## config.mk

```make
export PLATFORM = sky130hd
export DESIGN_NAME = spi_mode0_sequencer
export DESIGN_NICKNAME = d
export VERILOG_FILES = /design/src/rtl/spi_seq_pkg.sv /design/src/rtl/spi_seq_ctrl.sv /design/src/rtl/spi_seq_datapath.sv /design/src/rtl/spi_mode0_sequencer.sv
export SDC_FILE = /design/constraint.sdc
export NUM_CORES = 1
export LEC_CHECK = 0
export ABC_AREA = 0
export BUFFER_PORTS_ARGS = -buffer_cell sky130_fd_sc_hd__buf_2
export CORE_MARGIN = 2
export CORE_UTILIZATION = 25
export DETAILED_ROUTE_END_ITERATION = 6
export PLACE_DENSITY = 0.42
export REMOVE_ABC_BUFFERS = 1
export SLEW_MARGIN = 20
export SYNTH_ARGS = -nofsm -noshare
export SYNTH_HDL_FRONTEND = slang
export SYNTH_HIERARCHICAL = 1
export SYNTH_SLANG_ARGS = --single-unit
```

## constraint.sdc

```tcl
create_clock -name clk -period 2.4 [get_ports clk]
set_input_delay 0.24 -clock clk [delete_from_list [all_inputs] [get_ports clk]]
set_output_delay 0.24 -clock clk [all_outputs]
set_load 0.05 [all_outputs]
```

## src/rtl/spi_seq_pkg.sv

```systemverilog
package spi_seq_pkg;
  // Strobes from the sequencer to the shift datapath
  typedef struct packed {
    logic load;    // take a new transmit byte
    logic sample;  // sclk is about to rise: capture miso
    logic shift;   // sclk is about to fall: present next bit
  } seqStrobes_t;
endpackage

```

## src/rtl/spi_seq_ctrl.sv

```systemverilog
module spi_seq_ctrl
  import spi_seq_pkg::*;
#(
  parameter int DATA_W   = 8,
  parameter int HALF_CYC = 2
) (
  input  logic        clk,
  input  logic        rst,
  input  logic        wrStrobe,
  output seqStrobes_t strb,
  output logic        sclk,
  output logic        busy,
  output logic        done
);
  localparam int LAST  = 2 * DATA_W;
  localparam int PH_W  = $clog2(LAST + 1);
  localparam int DIV_W = $clog2(HALF_CYC + 1);

  logic [PH_W-1:0]  phase;   // 0 = idle, 1..LAST = active half periods
  logic [DIV_W-1:0] divCnt;
  logic             sclkQ;
  logic             doneQ;
  logic             tick;
  logic             active;

  assign active = (phase != '0);
  assign tick   = active && (divCnt == DIV_W'(HALF_CYC - 1));

  always_comb begin
    strb.load   = wrStrobe && !active;
    strb.sample = tick && !sclkQ;
    strb.shift  = tick && sclkQ;
  end

  always_ff @(posedge clk) begin
    if (rst) begin
      phase  <= '0;
      divCnt <= '0;
      sclkQ  <= 1'b0;
      doneQ  <= 1'b0;
    end else begin
      doneQ <= 1'b0;
      if (strb.load) begin
        phase  <= PH_W'(1);
        divCnt <= '0;
      end else if (active) begin
        if (tick) begin
          divCnt <= '0;
          sclkQ  <= ~sclkQ;
          if (phase == PH_W'(LAST)) begin
            phase <= '0;
            doneQ <= 1'b1;
          end else begin
            phase <= phase + PH_W'(1);
          end
        end else begin
          divCnt <= divCnt + DIV_W'(1);
        end
      end
    end
  end

  assign sclk = sclkQ;
  assign busy = active;
  assign done = doneQ;


  idle_sclk_low_chk: assert property (@(posedge clk) disable iff (rst)
    !active |-> !sclkQ);


  sclk_only_on_tick_chk: assert property (@(posedge clk) disable iff (rst)
    !tick |=> $stable(sclkQ));


  done_single_chk: assert property (@(posedge clk) disable iff (rst)
    doneQ |=> !doneQ);


  done_follows_last_chk: assert property (@(posedge clk) disable iff (rst)
    doneQ |-> ($past(phase) == PH_W'(LAST)) && !active);


  load_only_idle_chk: assert property (@(posedge clk) disable iff (rst)
    strb.load |-> !active);
endmodule

```

## src/rtl/spi_seq_datapath.sv

```systemverilog
module spi_seq_datapath
  import spi_seq_pkg::*;
#(
  parameter int DATA_W = 8
) (
  input  logic              clk,
  input  logic              rst,
  input  seqStrobes_t       strb,
  input  logic [DATA_W-1:0] wrData,
  input  logic              miso,
  input  logic              sclk,
  output logic              mosi,
  output logic [DATA_W-1:0] rxData
);
  logic [DATA_W-1:0] txQ;
  logic [DATA_W-1:0] rxQ;

  always_ff @(posedge clk) begin
    if (rst) begin
      txQ <= '0;
      rxQ <= '0;
    end else begin
      if (strb.load) begin
        txQ <= wrData;
      end else if (strb.shift) begin
        txQ <= {txQ[DATA_W-2:0], 1'b0};
      end
      if (strb.sample) begin
        rxQ <= {rxQ[DATA_W-2:0], miso};
      end
    end
  end

  assign mosi   = txQ[DATA_W-1];
  assign rxData = rxQ;


  mosi_hold_chk: assert property (@(posedge clk) disable iff (rst)
    (!strb.load && !strb.shift) |=> $stable(mosi));


  shift_on_high_chk: assert property (@(posedge clk) disable iff (rst)
    strb.shift |-> sclk);


  sample_on_low_chk: assert property (@(posedge clk) disable iff (rst)
    strb.sample |=> sclk);
endmodule

```

## src/rtl/spi_mode0_sequencer.sv

```systemverilog
module spi_mode0_sequencer #(
  parameter int DATA_W   = 8,
  parameter int HALF_CYC = 2
) (
  input  logic              clk,
  input  logic              rst,
  input  logic              wrStrobe,
  input  logic [DATA_W-1:0] wrData,
  input  logic              miso,
  output logic              sclk,
  output logic              mosi,
  output logic              busy,
  output logic              done,
  output logic [DATA_W-1:0] rxData
);
  import spi_seq_pkg::*;

  seqStrobes_t strb;

  spi_seq_ctrl #(.DATA_W(DATA_W), .HALF_CYC(HALF_CYC)) u_ctrl (
    .clk(clk), .rst(rst), .wrStrobe(wrStrobe), .strb(strb),
    .sclk(sclk), .busy(busy), .done(done)
  );

  spi_seq_datapath #(.DATA_W(DATA_W)) u_dp (
    .clk(clk), .rst(rst), .strb(strb), .wrData(wrData), .miso(miso),
    .sclk(sclk), .mosi(mosi), .rxData(rxData)
  );
endmodule

```

==> results.json <==
{
  "synth-edff-count": 0,
  "startpoint_type": "flop",
  "clock_skew_ns": 0.00308,
  "cts_htree_levels": 1,
  "synth.most_common_cell": "dfxtp_1",
  "critPathKind": "flop to flop",
  "cts_inserted_buffers": 3,
  "rows": 24,
  "worstMarginPinSlew_ns": 0.498,
  "required_ns": 2.61,
  "gr-total-overflow": 0,
  "grt_pass1_vias": 889,
  "grt_use_total_pct": 9.77,
  "clk_path_buf_depth": 2,
  "synthTopCellsByArea": "dfxtp_1 (46%), mux2i_1 (14%), a211oi_1 (4.8%)",
  "die_h_um": 70.3,
  "worstSkewPairLatency_ns": 0.26,
  "drt-pass1-iter-count": 4,
  "fin_nets": 148,
  "vias": 859,
  "ant_nets": 0,
  "drt_wl_total_um": 2220,
  "slowest_delay_ns": 0.44,
  "fin_setup_tns_ns": 0,
  "cts.sinks": 25,
  "powerDensity_nw_per_um2": 612,
  "synth_commonest_cells": "dfxtp_1 (25), mux2i_1 (15), nor2_1 (9)",
  "gp_congestion": 0.674,
  "dp_cells": 181,
  "route.detailed.drc": 0,
  "path_max_fanout": 9,
  "core_area_um2": 4290,
  "p_leak_uw": 0.000505,
  "routed_via_density": 4.64,
  "hpwlAfterDp_um": 1660,
  "initial_core_util_pct": 25.6,
  "final_core_util_pct": 30.3,
  "endpoint_kind": "flop",
  "ctsResizeCount": 0,
  "post_drt_wl_per_cell_um": 12.0,
  "synth_seq_area_share_pct": 45.5,
  "cts-root-buf": "clkbuf_8",
  "ys_ff_latch": 25,
  "cts_setup_buffers": 0,
  "syn_area_um2": 1100,
  "period_share_pct": 85.3,
  "relSlewSlack_pct": 66.7,
  "synth.largest_area_cell": "dfxtp_1",
  "io_buffers": 23,
  "clkTransAtPathRegs_ns": 0.09,
  "synth_cell_types": 31,
  "outcome": "complete, no violations",
  "hold_class": "primary input to flop",
  "postCtsHoldBufs": 0,
  "synthCells": 109,
  "crit_chain": "inv_1, ha_1, nor4b_4, inv_2, and3_1, or3b_1, a21oi_2",
  "cts_tree": "built",
  "syn_avg_cell_area_um2": 10.1,
  "drt_iter0_markers": 33,
  "antenna_found_initial": 0,
  "n_fill_cell": 476,
  "die_width_um": 70.3,
  "maxSlewViolCount": 0,
  "ir_worst_vdd_uv": 376,
  "io_pins": 24,
  "yosysWarningCount": 6,
  "finalNonFillerCells": 185,
  "rsz0062_at_grt": "no",
  "antenna_cells": 0,
  "yosys.area.top_type_share_pct": 45.5,
  "timing_hold_violations_final": 0,
  "cp.arrival_ns": 2.25,
  "drive_above_1_share_pct": 25.6,
  "drv_cap": 0,
  "fin_crit_ns": 2.05,
  "ys.flop_type": "dfxtp_1",
  "fmax_mhz": 488,
  "grt_max_degree": 21,
  "ys_async_sr_fraction_pct": 0,
  "finalSetupViolations": 0,
  "critical_path.slowest_cell": "nor4b_4",
  "die_area_um2": 4950,
  "grt_pass1_wl_um": 3950,
  "syn2layout_area_growth_pct": 18.4
}
-- cell usage in the layout, fill, tap and decap left out, drive strengths merged, types with 2 or more instances in the layout --
cell	instances
nor4b	2
nand3	3
inv	7
mux2i	15
or3	2
nand2	2
o21ai	5
buf	24
a21oi	6
nor2b	8
dfxtp	25
ha	2
nor2	9
clkbuf	3
a211oi	8
or3b	2
-- kinds of logic (layout without fill, tap and decap cells) --
group,count (synthesis),in the layout,synth area share [%]
multiplexers,15,15,13.7
flip-flops,25,25,45.5
XOR/XNOR,1,1,0.797
adder cells (fa/ha/maj),2,2,2.27
AND/OR/NAND/NOR,32,32,18.1
AO/OA/AOI/OAI,23,23,14.4
buffers and inverters,11,35,5.23
-- final cells by class --
type / instances / area (um^2) / area share (%)
clock inverter: 1 / 5.00 / 0.384
clock buffer: 3 / 41.3 / 3.17
multi-input combinational: 73 / 542 / 41.6
tap: 52 / 65.1 / 5.00
sequential: 25 / 500 / 38.4
timing repair buffer: 24 / 123 / 9.41
inverter: 7 / 26.3 / 2.02
-- path summary, 6_finish.rpt --
check	start	endpoint	slack, ns	depth (start not counted)
worst max-delay path	u_ctrl/phase[0]$_SDFFE_PP0P_	u_dp/txQ[0]$_SDFFE_PP0P_	0.35	7
worst min-delay path	miso	u_dp/rxData[0]$_SDFFE_PP0P_	0.21	3
worst max register to register	u_ctrl/phase[0]$_SDFFE_PP0P_	u_dp/txQ[0]$_SDFFE_PP0P_	0.35	7
worst min register to register	u_ctrl/divCnt[1]$_SDFFE_PP0P_	u_ctrl/divCnt[1]$_SDFFE_PP0P_	0.46	2
-- worst max-delay path: cells and delay by family, from the launching register on --
| family | cells | cell delay (ns) |
|---|---|---|
| compound gates | 1 | 0.13 |
| buf+inv | 2 | 0.17 |
| flops | 1 | 0.34 |
| simple gates | 3 | 1.18 |
| fa+ha+maj | 1 | 0.17 |
-- layer usage --
layer,GRT usage (%),vias to the layer above,part of all wire [%]
met5,0,-,0
met2,17.5,15,47
met3,3.32,4,3.9
li1,-,436,-
met1,10.9,404,47
met4,2.56,0,1.6
-- per-stage QoR --
step	cell area [um^2]	setup WS (ns)	total power, uW	hold slack (ns)
final	1300	0.352	797	0.212
after global routing	1300	0.180	841	0.241
after CTS	1300	0.329	813	0.207
after detailed placement	1260	0.357	563	0.450
after global placement	1260	0.469	561	0.451
after floorplan	1070	0.375	524	0.302
-- state kept, by name, summed over array words and instances, names as in the netlist --
| register | flops |
|---|---|
| u_dp/txQ | 8 |
| u_ctrl/divCnt | 2 |
| u_dp/rxData | 8 |
| u_ctrl/sclk | 1 |
| u_ctrl/phase | 5 |
| u_ctrl/done | 1 |
-- power by group --
group          switching [uW]  leakage (uW)  internal, uW
registers                10.4      0.000204           431
clock network             129     0.0000255           116
logic                    67.4      0.000276          42.8
total                     207      0.000505           590
Power figures use the tool's default switching activity.
